**src/rtl/adc_cal_pkg.sv**
```systemverilog
package adc_cal_pkg;

    localparam int REG_AW = 4;

    localparam logic [REG_AW-1:0] A_CTRL     = 4'd0;
    localparam logic [REG_AW-1:0] A_CFG      = 4'd1;
    localparam logic [REG_AW-1:0] A_OFFSET   = 4'd2;
    localparam logic [REG_AW-1:0] A_PLUSBASE = 4'd3;

    // control register bits
    localparam int B_CHAN_LSB = 0;
    localparam int B_CONT     = 5;
    localparam int B_IEN      = 6;
    localparam int B_DONE     = 7;

    // configuration register bits
    localparam int B_TRIG     = 0;
    localparam int B_START    = 1;
    localparam int B_FAIL     = 2;
    localparam int B_RES_LSB  = 3;
    localparam int B_CMP      = 5;
    localparam int B_SE       = 6;

    typedef enum logic [2:0] {
        ST_IDLE,
        ST_ISSUE,
        ST_WAIT,
        ST_STORE,
        ST_FINISH
    } cal_state_e;

endpackage

```
**src/rtl/adc_cal_accum.sv**
```systemverilog
module adc_cal_accum #(
    parameter int DATA_W   = 16,
    parameter int AVG_LOG2 = 5
) (
    input  logic              clk,
    input  logic              rst_n,
    input  logic              clr,
    input  logic              add_en,
    input  logic [DATA_W-1:0] sample,
    output logic [DATA_W-1:0] avg,
    output logic              burst_last
);
    localparam int SUM_W = DATA_W + AVG_LOG2;
    localparam int CNT_W = AVG_LOG2;

    logic [SUM_W-1:0] sum_q;
    logic [CNT_W-1:0] cnt_q;

    always_ff @(posedge clk or negedge rst_n) begin
        if (!rst_n) begin
            sum_q <= '0;
            cnt_q <= '0;
        end else if (clr) begin
            sum_q <= '0;
            cnt_q <= '0;
        end else if (add_en) begin
            sum_q <= sum_q + {{AVG_LOG2{1'b0}}, sample};
            cnt_q <= cnt_q + 1'b1;
        end
    end

    // the sample being added now is the final one of the burst
    assign burst_last = (cnt_q == {CNT_W{1'b1}});
    assign avg        = sum_q[SUM_W-1:AVG_LOG2];

endmodule

```
**src/rtl/adc_cal_fsm.sv**
```systemverilog
module adc_cal_fsm
    import adc_cal_pkg::*;
#(
    parameter int NUM_POINTS = 8,
    parameter int PT_W       = $clog2(NUM_POINTS)
) (
    input  logic            clk,
    input  logic            rst_n,
    input  logic            start_go,
    input  logic            abort_evt,
    input  logic            conv_valid,
    input  logic            burst_last,
    output logic            conv_req,
    output logic [PT_W-1:0] point,
    output logic            acc_clr,
    output logic            acc_add,
    output logic            store_en,
    output logic            busy,
    output logic            end_ok,
    output logic            end_abort
);
    localparam logic [PT_W-1:0] PT_LAST = PT_W'(NUM_POINTS - 1);

    cal_state_e state_q, state_d;

    always_ff @(posedge clk or negedge rst_n) begin
        if (!rst_n) state_q <= ST_IDLE;
        else        state_q <= state_d;
    end

    always_ff @(posedge clk or negedge rst_n) begin
        if (!rst_n)
            point <= '0;
        else if (state_q == ST_IDLE)
            point <= '0;
        else if (store_en && point != PT_LAST)
            point <= point + 1'b1;
    end

    always_comb begin
        state_d   = state_q;
        conv_req  = 1'b0;
        acc_clr   = 1'b0;
        acc_add   = 1'b0;
        store_en  = 1'b0;
        end_ok    = 1'b0;
        end_abort = 1'b0;
        unique case (state_q)
            ST_IDLE: begin
                acc_clr = 1'b1;
                if (start_go) state_d = ST_ISSUE;
            end
            ST_ISSUE: begin
                if (abort_evt) begin
                    end_abort = 1'b1;
                    state_d   = ST_IDLE;
                end else begin
                    conv_req = 1'b1;
                    state_d  = ST_WAIT;
                end
            end
            ST_WAIT: begin
                if (abort_evt) begin
                    end_abort = 1'b1;
                    state_d   = ST_IDLE;
                end else if (conv_valid) begin
                    acc_add = 1'b1;
                    state_d = burst_last ? ST_STORE : ST_ISSUE;
                end
            end
            ST_STORE: begin
                if (abort_evt) begin
                    end_abort = 1'b1;
                    state_d   = ST_IDLE;
                end else begin
                    store_en = 1'b1;
                    acc_clr  = 1'b1;
                    state_d  = (point == PT_LAST) ? ST_FINISH : ST_ISSUE;
                end
            end
            ST_FINISH: begin
                if (abort_evt) begin
                    end_abort = 1'b1;
                end else begin
                    end_ok = 1'b1;
                end
                state_d = ST_IDLE;
            end
            default: state_d = ST_IDLE;
        endcase
    end

    assign busy = (state_q != ST_IDLE);

endmodule

```
**src/rtl/adc_cal_regs.sv**
```systemverilog
module adc_cal_regs
    import adc_cal_pkg::*;
#(
    parameter int DATA_W     = 16,
    parameter int NUM_POINTS = 8,
    parameter int PT_W       = $clog2(NUM_POINTS)
) (
    input  logic              clk,
    input  logic              rst_n,
    input  logic              wr_en,
    input  logic [REG_AW-1:0] wr_addr,
    input  logic [DATA_W-1:0] wr_data,
    input  logic [REG_AW-1:0] rd_addr,
    output logic [DATA_W-1:0] rd_data,
    input  logic              stop_req,
    input  logic              busy,
    input  logic              store_en,
    input  logic [PT_W-1:0]   point,
    input  logic [DATA_W-1:0] avg,
    input  logic              end_ok,
    input  logic              end_abort,
    output logic              start_go,
    output logic              abort_evt,
    output logic              fail_flag,
    output logic              done_flag,
    output logic              irq
);
    localparam int NUM_PLUS = NUM_POINTS - 1;

    logic [4:0]        chan_q;
    logic              cont_q;
    logic              ien_q;
    logic              trig_q;
    logic [1:0]        res_q;
    logic              cmp_q;
    logic              se_q;
    logic [DATA_W-1:0] offset_q;
    logic [DATA_W-1:0] plus_q [NUM_PLUS];

    logic cfg_wr, wr_ok, refuse;

    assign cfg_wr    = wr_en && (wr_addr == A_CFG);
    assign wr_ok     = wr_en && !busy;
    assign start_go  = !busy && cfg_wr && wr_data[B_START] && !wr_data[B_TRIG];
    assign refuse    = !busy && cfg_wr && wr_data[B_START] &&  wr_data[B_TRIG];
    assign abort_evt = busy && (wr_en || stop_req);

    always_ff @(posedge clk or negedge rst_n) begin
        if (!rst_n) begin
            chan_q    <= '0;
            cont_q    <= 1'b0;
            ien_q     <= 1'b0;
            done_flag <= 1'b0;
            trig_q    <= 1'b0;
            res_q     <= '0;
            cmp_q     <= 1'b0;
            se_q      <= 1'b0;
            fail_flag <= 1'b0;
            offset_q  <= '0;
            for (int i = 0; i < NUM_PLUS; i++) plus_q[i] <= '0;
        end else begin
            if (wr_ok) begin
                if (wr_addr == A_CTRL) begin
                    chan_q    <= wr_data[B_CHAN_LSB +: 5];
                    cont_q    <= wr_data[B_CONT];
                    ien_q     <= wr_data[B_IEN];
                    done_flag <= 1'b0;
                end
                if (wr_addr == A_CFG) begin
                    trig_q <= wr_data[B_TRIG];
                    res_q  <= wr_data[B_RES_LSB +: 2];
                    cmp_q  <= wr_data[B_CMP];
                    se_q   <= wr_data[B_SE];
                    if (wr_data[B_FAIL]) fail_flag <= 1'b0;
                end
                if (wr_addr == A_OFFSET) offset_q <= wr_data;
                for (int i = 0; i < NUM_PLUS; i++) begin
                    if (wr_addr == REG_AW'(int'(A_PLUSBASE) + i)) plus_q[i] <= wr_data;
                end
            end
            if (refuse) fail_flag <= 1'b1;
            // point 0 is the offset; codes 1..NUM_PLUS fill the bank from the top down
            if (store_en) begin
                if (point == '0) offset_q <= avg;
                for (int i = 0; i < NUM_PLUS; i++) begin
                    if (point == PT_W'(NUM_PLUS - i)) plus_q[i] <= avg;
                end
            end
            if (end_ok || end_abort) done_flag <= 1'b1;
            if (end_abort)           fail_flag <= 1'b1;
        end
    end

    always_comb begin
        rd_data = '0;
        if (rd_addr == A_CTRL)
            rd_data = {{(DATA_W-8){1'b0}}, done_flag, ien_q, cont_q, chan_q};
        else if (rd_addr == A_CFG)
            rd_data = {{(DATA_W-7){1'b0}}, se_q, cmp_q, res_q, fail_flag, busy, trig_q};
        else if (rd_addr == A_OFFSET)
            rd_data = offset_q;
        else begin
            for (int i = 0; i < NUM_PLUS; i++) begin
                if (rd_addr == REG_AW'(int'(A_PLUSBASE) + i)) rd_data = plus_q[i];
            end
        end
    end

    assign irq = done_flag && ien_q;

endmodule

```
**src/rtl/adc_cal_seq.sv**
```systemverilog
module adc_cal_seq
    import adc_cal_pkg::*;
#(
    parameter int DATA_W     = 16,
    parameter int AVG_LOG2   = 5,
    parameter int NUM_POINTS = 8,
    parameter int PT_W       = $clog2(NUM_POINTS)
) (
    input  logic              clk,
    input  logic              rst_n,
    input  logic              wr_en,
    input  logic [REG_AW-1:0] wr_addr,
    input  logic [DATA_W-1:0] wr_data,
    input  logic [REG_AW-1:0] rd_addr,
    output logic [DATA_W-1:0] rd_data,
    input  logic              stop_req,
    output logic              conv_req,
    output logic [PT_W-1:0]   conv_point,
    input  logic              conv_valid,
    input  logic [DATA_W-1:0] conv_data,
    output logic              irq
);
    logic              start_go, abort_evt, cal_busy;
    logic              acc_clr, acc_add, burst_last, store_en;
    logic              end_ok, end_abort, fail_flag, done_flag;
    logic [DATA_W-1:0] avg;

    adc_cal_fsm #(
        .NUM_POINTS (NUM_POINTS),
        .PT_W       (PT_W)
    ) i_fsm (
        .clk        (clk),
        .rst_n      (rst_n),
        .start_go   (start_go),
        .abort_evt  (abort_evt),
        .conv_valid (conv_valid),
        .burst_last (burst_last),
        .conv_req   (conv_req),
        .point      (conv_point),
        .acc_clr    (acc_clr),
        .acc_add    (acc_add),
        .store_en   (store_en),
        .busy       (cal_busy),
        .end_ok     (end_ok),
        .end_abort  (end_abort)
    );

    adc_cal_accum #(
        .DATA_W   (DATA_W),
        .AVG_LOG2 (AVG_LOG2)
    ) i_accum (
        .clk        (clk),
        .rst_n      (rst_n),
        .clr        (acc_clr),
        .add_en     (acc_add),
        .sample     (conv_data),
        .avg        (avg),
        .burst_last (burst_last)
    );

    adc_cal_regs #(
        .DATA_W     (DATA_W),
        .NUM_POINTS (NUM_POINTS),
        .PT_W       (PT_W)
    ) i_regs (
        .clk       (clk),
        .rst_n     (rst_n),
        .wr_en     (wr_en),
        .wr_addr   (wr_addr),
        .wr_data   (wr_data),
        .rd_addr   (rd_addr),
        .rd_data   (rd_data),
        .stop_req  (stop_req),
        .busy      (cal_busy),
        .store_en  (store_en),
        .point     (conv_point),
        .avg       (avg),
        .end_ok    (end_ok),
        .end_abort (end_abort),
        .start_go  (start_go),
        .abort_evt (abort_evt),
        .fail_flag (fail_flag),
        .done_flag (done_flag),
        .irq       (irq)
    );

endmodule

```
**config.mk**
```make
export PLATFORM = sky130hd
export DESIGN_NAME = adc_cal_seq
export DESIGN_NICKNAME = d
export VERILOG_FILES = /design/src/rtl/adc_cal_pkg.sv /design/src/rtl/adc_cal_accum.sv /design/src/rtl/adc_cal_fsm.sv /design/src/rtl/adc_cal_regs.sv /design/src/rtl/adc_cal_seq.sv
export SDC_FILE = /design/constraint.sdc
export NUM_CORES = 1
export LEC_CHECK = 0
export BUFFER_PORTS_ARGS = -buffer_cell sky130_fd_sc_hd__buf_2
export CAP_MARGIN = 40
export CELL_PAD_IN_SITES_DETAIL_PLACEMENT = 1
export CELL_PAD_IN_SITES_GLOBAL_PLACEMENT = 1
export CORE_UTILIZATION = 45
export DETAILED_ROUTE_END_ITERATION = 8
export PLACE_DENSITY_LB_ADDON = 0.1
export SLEW_MARGIN = 10
export SYNTH_ARGS = -nofsm -noshare
export SYNTH_HDL_FRONTEND = slang
export SYNTH_SLANG_ARGS = --single-unit
```
**constraint.sdc**
```tcl
create_clock -name clk -period 7 [get_ports clk]
set_clock_uncertainty 0.05 [all_clocks]
set_input_delay 1.05 -clock clk [delete_from_list [all_inputs] [get_ports clk]]
set_output_delay 1.05 -clock clk [all_outputs]
set_load 0.01 [all_outputs]
```
After elaboration in Yosys (flattened, before gate mapping):

Index checks and enable logic that the tools add are counted.

* register bits after elaboration: 174
* input port bits: 45
* output and inout bits: 21
* word-level logic and storage cells: 150

* add/sub/neg operators: 3
* equality and inequality tests: 33
* mux-type cells: 62
* reductions and logical operators: 31

Operator list (count)
* 16-bit 2-to-1 mux: 28
* 112-bit 2-to-1 mux: 2
* 21-bit 2-to-1 mux: 2
* 4-bit by 3-bit == test with 1-bit output, second input constant: 8
* 21-bit by 16-bit adder with 21-bit output: 1
* 3-bit 2-to-1 mux: 7
* 1-bit 2-to-1 mux: 17
* 4-bit by 2-bit == test with 1-bit output, second input constant: 4
* 4-bit == test, second input constant: 4
* 3-bit == test, second input constant: 5
* 3-bit by 2-bit == test with 1-bit output, second input constant: 4
* 3-bit one-hot mux with 4 select lines: 1
* 3-bit nonzero test: 4
* 5-bit 2-to-1 mux: 2
* 1-bit logical AND: 9
* 4-bit by 1-bit == test with 1-bit output, second input constant: 2
* 4-bit zero test: 2
* 2-bit AND reduction: 4
* 2-bit nonzero test: 4
* 3-bit by 1-bit == test with 1-bit output, second input constant: 2
* 3-bit zero test: 2
* 3-bit != test, second input constant: 2
* 5-bit by 1-bit adder with 5-bit output, second input constant: 1
* 5-bit == test, second input constant: 1
* other kinds (8): 11

Depth between registers and ports, before layout:

Gate-level depths: netlist of the first run.

* depth in word-level cells: 11
* mapped depth: 10
* depth with buffers taken out: 10

By module:

From an unflattened synthesis of the first run, not the netlist that was laid out.

* cells, all modules: 1157
* area total of the unflattened synthesis: 10750.3 sq um

Modules (own cells, without submodules)
* adc_cal_regs: times used 1, cells an instance 875, area each 8234.1 sq um, seq. area each 3553.4 sq um
* adc_cal_accum: times used 1, cells an instance 241, area each 2145.8 sq um, seq. area each 650.6 sq um
* adc_cal_fsm: times used 1, cells an instance 41, area each 370.4 sq um, seq. area each 150.1 sq um

Worst setup path before layout of the first run:

OpenSTA, ideal clock, no wires.

* kind: input-to-output
* start: in rd_addr[2]
* end: out rd_data[7]
* data arrival time: 2300 ps
* data required time: 5900 ps
* setup slack: 3600 ps
* cell stages on the path: 6
* buffers on the path: 2
* cells stage by stage: clkbuf_1 -> nand2b_1 -> nor3_1 -> clkbuf_1 -> a221oi_1 -> o21ai_0

* cells in the longest elaborated chain, start to end: 11
* elaborated cells between the ends (all ways): 20
* those cells by class: eq/ne (9); mux (10); reduce/logical (1)

Ends and longest elaborated chain
* from (decl): line adc_cal_seq.sv:14 `input logic [REG_AW-1:0] rd_addr,`
* 4-bit by 2-bit == test with 1-bit output: line adc_cal_regs.sv:104 `if (rd_addr == REG_AW'(int'(A_PLUSBASE) + i)) rd_data = plus_q[i];`
* 16-bit 2-to-1 mux (7 in series): line adc_cal_regs.sv:104
* 16-bit 2-to-1 mux: line adc_cal_regs.sv:100 `else if (rd_addr == A_OFFSET)`
* 16-bit 2-to-1 mux: line adc_cal_regs.sv:98 `else if (rd_addr == A_CFG)`
* 16-bit 2-to-1 mux *: line adc_cal_regs.sv:96 `if (rd_addr == A_CTRL)`
* to (decl): line adc_cal_seq.sv:15 `output logic [DATA_W-1:0] rd_data,`

Mark *: on every way between the ends. The rest lies on a longest branch, timed or not.

Worst setup path in the final report of the first run:

* start: in rd_addr[0]
* end: out rd_data[4]

The elaborated chain is that of the path after synthesis.

==> results of run 1 <==
-- kinds of logic (layout without fill, tap and decap cells) --
family          after synthesis  count (layout)  synth area share [%]
xor+xnor                     17              17                  1.51
compound gates              262             262                  15.5
simple gates                279             279                  12.7
buf+inv                     109             139                  4.79
fa+ha+maj                    25              25                  3.24
flops                       174             174                  44.0
mux                         160             160                  18.3
-- state kept, by name (all words and copies together), names as in the netlist --
name	flops
i_regs.plus_q	112
i_regs.fail_flag	1
i_regs.se_q	1
i_accum.sum_q	21
i_fsm.state_q	3
i_accum.cnt_q	5
i_regs.chan_q	5
i_regs.cont_q	1
i_fsm.point	3
i_regs.offset_q	16
i_regs.ien_q	1
i_regs.cmp_q	1
i_regs.done_flag	1
i_regs.res_q	2
i_regs.trig_q	1
-- layout by cell type (no fill, tap or decap), types with 12 or more instances in the layout --
master	n
mux2_2	12
buf_2	65
dfrtp_1	174
a222oi_1	13
o22ai_1	13
ha_1	24
o21ai_0	57
o21ai_1	64
nand2_1	138
buf_4	20
inv_1	16
mux4_2	15
clkbuf_16	17
nor2_1	73
mux2i_1	132
a21oi_1	71
-- area by class of cell --
cell class | count | area [µm²] | share of cell area [%]
Clock buffer | 17 | 425 | 3.87
Clock inverter | 15 | 165 | 1.50
Inverter | 16 | 60.1 | 0.546
Multi-Input combinational cell | 743 | 5080 | 46.2
Sequential cell | 174 | 4350 | 39.6
Tap cell | 275 | 344 | 3.13
Timing Repair Buffer | 91 | 563 | 5.12
-- stage by stage --
stage	hold slack, ns	setup WS, ns	area, µm²	total power [µW]	utilization, %
floorplan	0.408	3.60	9890	2050	-
global placement	0.427	2.37	10300	2290	48.4
detailed placement	0.441	2.71	10400	2330	48.9
CTS	0.457	2.69	11000	3310	51.6
global route	0.488	2.49	11000	3480	51.6
finish	0.460	2.71	11000	3290	51.6
-- worst max path at each step --
stage	startpoint	slack, ns	cells after the start	endpoint
2_1_floorplan	rd_addr[2]	3.60	6	rd_data[7]
3_3_place_gp	rd_addr[0]	2.37	8	rd_data[15]
3_5_place_dp	rd_addr[0]	2.71	8	rd_data[3]
4_1_cts	rd_addr[0]	2.69	8	rd_data[3]
5_1_grt	rd_addr[0]	2.49	8	rd_data[2]
6_report	rd_addr[0]	2.71	10	rd_data[4]
-- critical path, stage by stage --
cell and delay [ns]:
buf_2 0.28, buf_4 0.48, nand2_1 0.20, nor3b_1 0.24, a21oi_1 0.07, nor2_1 0.17
nand2_1 0.08, a21oi_1 0.16, a2bb2oi_1 0.26, buf_2 0.18
-- per-layer routing --
layer	up-vias	routed length, µm	track usage, %
met1	4027	13700	39.4
met4	0	282	5.91
met2	162	13600	44.0
met3	19	1260	3.82
li1	3681	-	-
met5	-	0	0
-- power by group through the flow --
stage	clock network, µW	logic (µW)	registers, µW
after CTS	987	772	1550
after floorplan	0	564	1480
final	968	767	1550
after detailed placement	0	767	1570
after global routing	1030	862	1590
after global placement	0	733	1550
==> reports/results.txt, run 1 <==
Hold depth: 1
Worst-Margin Slew: 0.748 ns
Post-CTS resize count: 0
# diodes: 0
CTS buffer count: 17
Max_cap viols: 0
Reg-to-reg critical path startpoint: i_accum.sum_q[0]$_DFFE_PN0P_
Clock buffer depth: 2
Mean routed wirelength per cell: 21.7 µm
FILL cells: 2399
Synth Cell Area: 9890 µm²
Num Clock Sinks: 174
Seq cells post-synth: 174
# rows: 53
Unique cell type count in the Yosys netlist: 63
Final WL: 28800 µm
Count of final setup violators: 0
CP arrival: 3.19 ns
PwrDens: 299 nW/µm²
Die extent in y: 150 µm
Initial Utilization: 46.5%
Hold Path End: i_regs.se_q$_DFFE_PN0P_
Chip width: 150 µm
Total track usage: 27.4%
Largest area contributor in the netlist: dfrtp_1
Critical path class: input port to primary output
Reg2reg path depth: 10
Initial antenna violation count: 0
# IOs: 66
First-pass GRT wire length: 46800 µm
Syn nets: 1096
Final hold violation count: 0
P_leak: 0.00533 µW
Vias: 7889
Hpwl dp: 19600 µm
Register area share after synthesis: 44.0%
Status: finished clean
Setup TNS: 0 ns
YS warnings: 0
Sequential Power Share: 47.2%
Sw frac: 32.3%
CTS root buf: clkbuf_16
Post-layout min period: 4.29 ns
Core region area: 21300 µm²
Int Pwr: 2230 µW
IO buf count: 65
Worst EP required: 5.90 ns
VDD IR-drop max: 115 µV
Slew Viols, Final: 0
Most used flip-flop cell after synthesis: dfrtp_1
Clock power share: 29.4%
Placer congestion estimate: 0.765
RSZ-0062 raised after global routing: false
Grt ovf: 0
DIE AREA: 22600 µm²
Nets: 1113
Rel. slew slack: 50.1%
Sw Pwr: 1060 µW
Part of the power in combinational logic: 23.3%
CTS tree: yes
Fin cells: 1331
Max Fclk: 233 MHz
Initial DRC count: 577
Clk pin slew, worst setup/hold paths: 0.07 ns
Post-synth EDFFs: 0
Reg-to-Reg End: i_accum.sum_q[20]$_DFFE_PN0P_
Syn Inst Count: 1026
Pin count of the biggest net entering global routing: 74
Register-to-register setup slack: 4.37 ns
Avg Cell Area, Syn: 9.64 µm²
Vias in the first global route: 8117
Residual DRC: 0
Htree depth: 4
Top-count cell post-synth: dfrtp_1
Drt via density: 5.93
Placed instance count: 1299
Worst Hold Launch: i_regs.se_q$_DFFE_PN0P_
Type of the most critical hold path: flip-flop to flip-flop
Worst-path fanout max: 25
Synth area leaders: dfrtp_1, mux2i_1, nand2_1, a21oi_1, mux4_2
Antenna-violating nets left: 0
Final Cycle Share: 61.2%
Share of layout cells above drive strength 1: 15.6%
DRT Pass-1 Iters: 5
Crit. End Element: primary output
CP startpoint kind: input port
Clk Latency, worst-skew pair: 0.44 ns
Synth async-reset ratio: 100%
Post-CTS Hold Buffers: 0
Area share of the largest cell type after synthesis: 44.0%
Post-CTS Setup Bufs: 0
Area Overhead vs Synth: 11.1%
Top cells by count, synth: dfrtp_1, nand2_1, mux2i_1
Note: power is estimated with default switching activity, not from simulation.
==> run 2, diff against run 1 <==
--- a/config.mk
+++ b/config.mk
@@ -9,7 +9,7 @@
 export CAP_MARGIN = 40
 export CELL_PAD_IN_SITES_DETAIL_PLACEMENT = 1
 export CELL_PAD_IN_SITES_GLOBAL_PLACEMENT = 1
-export CORE_UTILIZATION = 45
+export CORE_UTILIZATION = 43
 export DETAILED_ROUTE_END_ITERATION = 8
 export PLACE_DENSITY_LB_ADDON = 0.1
 export SLEW_MARGIN = 10
==> constraint.sdc (replaced) <==
create_clock -name clk -period 3.5 [get_ports clk]
set_clock_uncertainty 0.05 [all_clocks]
set_input_delay 0.525 -clock clk [delete_from_list [all_inputs] [get_ports clk]]
set_output_delay 0.525 -clock clk [all_outputs]
set_load 0.01 [all_outputs]
==> reports/results.txt, run 2 (synthesis gave the netlist of run 1 again) <==
Final hold violation count: 0 (unchanged)
Worst-Margin Slew: 0.764 ns (+0.0155 ns)
First-pass GRT wire length: 48300 µm (+3.2%)
Reg2reg path depth: 10 (unchanged)
Tot Pwr: 6530 µW (+99%)
Sw Pwr: 1990 µW (+87%)
Most frequent cells in the layout: dfrtp_1, nand2_1, mux2i_1, nor2_1, a21oi_1
RSZ-0062 raised after global routing: false
Chip width: 154 µm (+2.3%)
Initial Utilization: 43.8% (-2.6 points)
Max Fclk: 344 MHz
Setup TNS: 0 ns (unchanged)
FILL cells: 2551 (+6.3%)
CP arrival: 2.33 ns (-0.86 ns)
Sw frac: 30.5% (-1.8 points)
Placer congestion estimate: 0.812 (+6.1%)
Crit. End Element: primary output
# rows: 55 (+3.8%)
Nets: 1123 (+0.90%)
Status: finished clean
Count of final setup violators: 0 (unchanged)
Initial DRC count: 592 (+2.6%)
Area Overhead vs Synth: 11.7%
Clk pin slew, worst setup/hold paths: 0.07 ns (about the same)
Hold Slack: 0.0244 ns (-0.435 ns)
Most common cell after layout, fill and taps aside: dfrtp_1
Initial antenna violation count: 0 (unchanged)
Residual DRC: 0 (unchanged)
Die extent in y: 154 µm (+2.3%)
Grt ovf: 0 (unchanged)
Final Cycle Share: 83.0%
Type of the most critical hold path: input port to asynchronous set/reset pin
Clock buffer depth: 2 (unchanged)
Num Clock Sinks: 174 (unchanged)
Hpwl dp: 20600 µm (+4.9%)
Pin count of the biggest net entering global routing: 71 (-4.1%)
Biggest regs: i_regs.plus_q (112), i_accum.sum_q (21), i_regs.offset_q (16)
Total track usage: 27.0% (-0.43 points)
CTS tree: yes
Rel. slew slack: 49.0% (-1.0 points)
Final core utilization: 48.9% (-2.7 points)
Reg-to-Reg End: i_accum.sum_q[20]$_DFFE_PN0P_
Biggest register: i_regs.plus_q
CTS root buf: clkbuf_16
Max reg flops: 112 (unchanged)
Share of layout cells above drive strength 1: 16.2% (+0.54 points)
Part of the power in combinational logic: 23.1% (-0.2 points)
Drt via density: 5.85 (-1.3%)
Mean routed wirelength per cell: 22.2 µm (+2.6%)
# diodes: 0 (unchanged)
Reg-to-reg critical path startpoint: i_accum.sum_q[0]$_DFFE_PN0P_
Clk Latency, worst-skew pair: 0.43 ns (about the same)
Clock power share: 29.2% (-0.2 points)
Post-layout min period: 2.91 ns
Core region area: 22600 µm² (+6.0%)
IO buf count: 65 (unchanged)
Final WL: 30000 µm (+4.0%)
Worst-path fanout max: 19 (-24%)
Max_cap viols: 0 (unchanged)
VDD IR-drop max: 224 µV (+94%)
Vias: 7888 (-0.013%)
Critical path class: input port to primary output
Register-to-register setup slack: 0.90 ns (-3.47 ns)
Int Pwr: 4540 µW (+100%)
Post-CTS Hold Buffers: 0 (unchanged)
Vias in the first global route: 8098 (-0.23%)
CP startpoint kind: input port
# IOs: 66 (unchanged)
Post-CTS resize count: 0 (unchanged)
Sequential Power Share: 47.7% (+0.5 points)
PwrDens: 591 nW/µm² (+98%)
Htree depth: 4 (unchanged)
Antenna-violating nets left: 0 (unchanged)
P_leak: 0.00537 µW (+0.80%)
Slew Viols, Final: 0 (unchanged)
CTS buffer count: 17 (unchanged)
Worst EP required: 2.92 ns (-2.98 ns)
DIE AREA: 23600 µm² (+4.6%)
Post-CTS Setup Bufs: 0 (unchanged)
DRT Pass-1 Iters: 7 (+2)
[run 2: cell types whose count changed in the layout (fill, tap and decap cells not counted), moves of 2 or more]
cell,change
buf_4,+15
buf_8,-3
clkbuf_8,+3
clkinv_2,+2
clkinv_4,+2
clkinvlp_4,-2
inv_6,-2
inv_8,-7
[run 2: worst max-delay path: stages]
cell,delay (ns)
buf_2,0.38
nand2_1,0.21
nor3b_1,0.24
a21oi_1,0.07
nor2_1,0.15
nand2_1,0.08
a21oi_1,0.15
a2bb2oi_1,0.31
buf_2,0.20
[run 2: metrics by stage]
step	std cells	cell area [µm²]	setup slack, ns
2_1_floorplan	1026	9890	0.993
3_3_place_gp	1319	10500	0.647
3_5_place_dp	1319	10500	0.635
4_1_cts	1349	11000	0.625
5_1_grt	1349	11000	0.486
6_report	1349	11000	0.594
[run 2: worst max-delay path by stage]
stage / startpoint / to / slack (ns) / cells after the start
global placement: rd_addr[0] / rd_data[10] / 0.65 / 6
floorplan: conv_data[0] / i_accum.sum_q[20]$_DFFE_PN0P_ / 0.99 / 10
CTS: rd_addr[0] / rd_data[11] / 0.62 / 6
global route: rd_addr[1] / rd_data[4] / 0.49 / 9
detailed placement: rd_addr[0] / rd_data[11] / 0.63 / 6
finish: rd_addr[1] / rd_data[4] / 0.59 / 9
[run 2: layer usage]
layer  vias to the layer above  track usage, %  share of wire [%]
met2                       178            43.4                 47
met1                      3971            38.3                 47
met3                        36            3.41                4.3
met5                         -               0                  0
li1                       3703               -                  -
met4                         0            7.71                1.7
[run 2: power by group through the flow]
stage          logic (µW)  clock network, µW  registers (µW)
6_report             1510               1900            3120
5_1_grt              1710               2010            3190
4_1_cts              1520               1940            3110
3_5_place_dp         1510                  0            3140
3_3_place_gp         1450                  0            3140
2_1_floorplan        1130                  0            2970
[run 2: cell type report]
type	count	area [µm²]	share of cell area (%)
tap	285	357	3.23
sequential	174	4350	39.4
clock inverter	9	111	1.01
inverter	16	60.1	0.544
multi-input combinational	743	5080	46.0
clock buffer	21	470	4.26
timing repair buffer	101	614	5.56
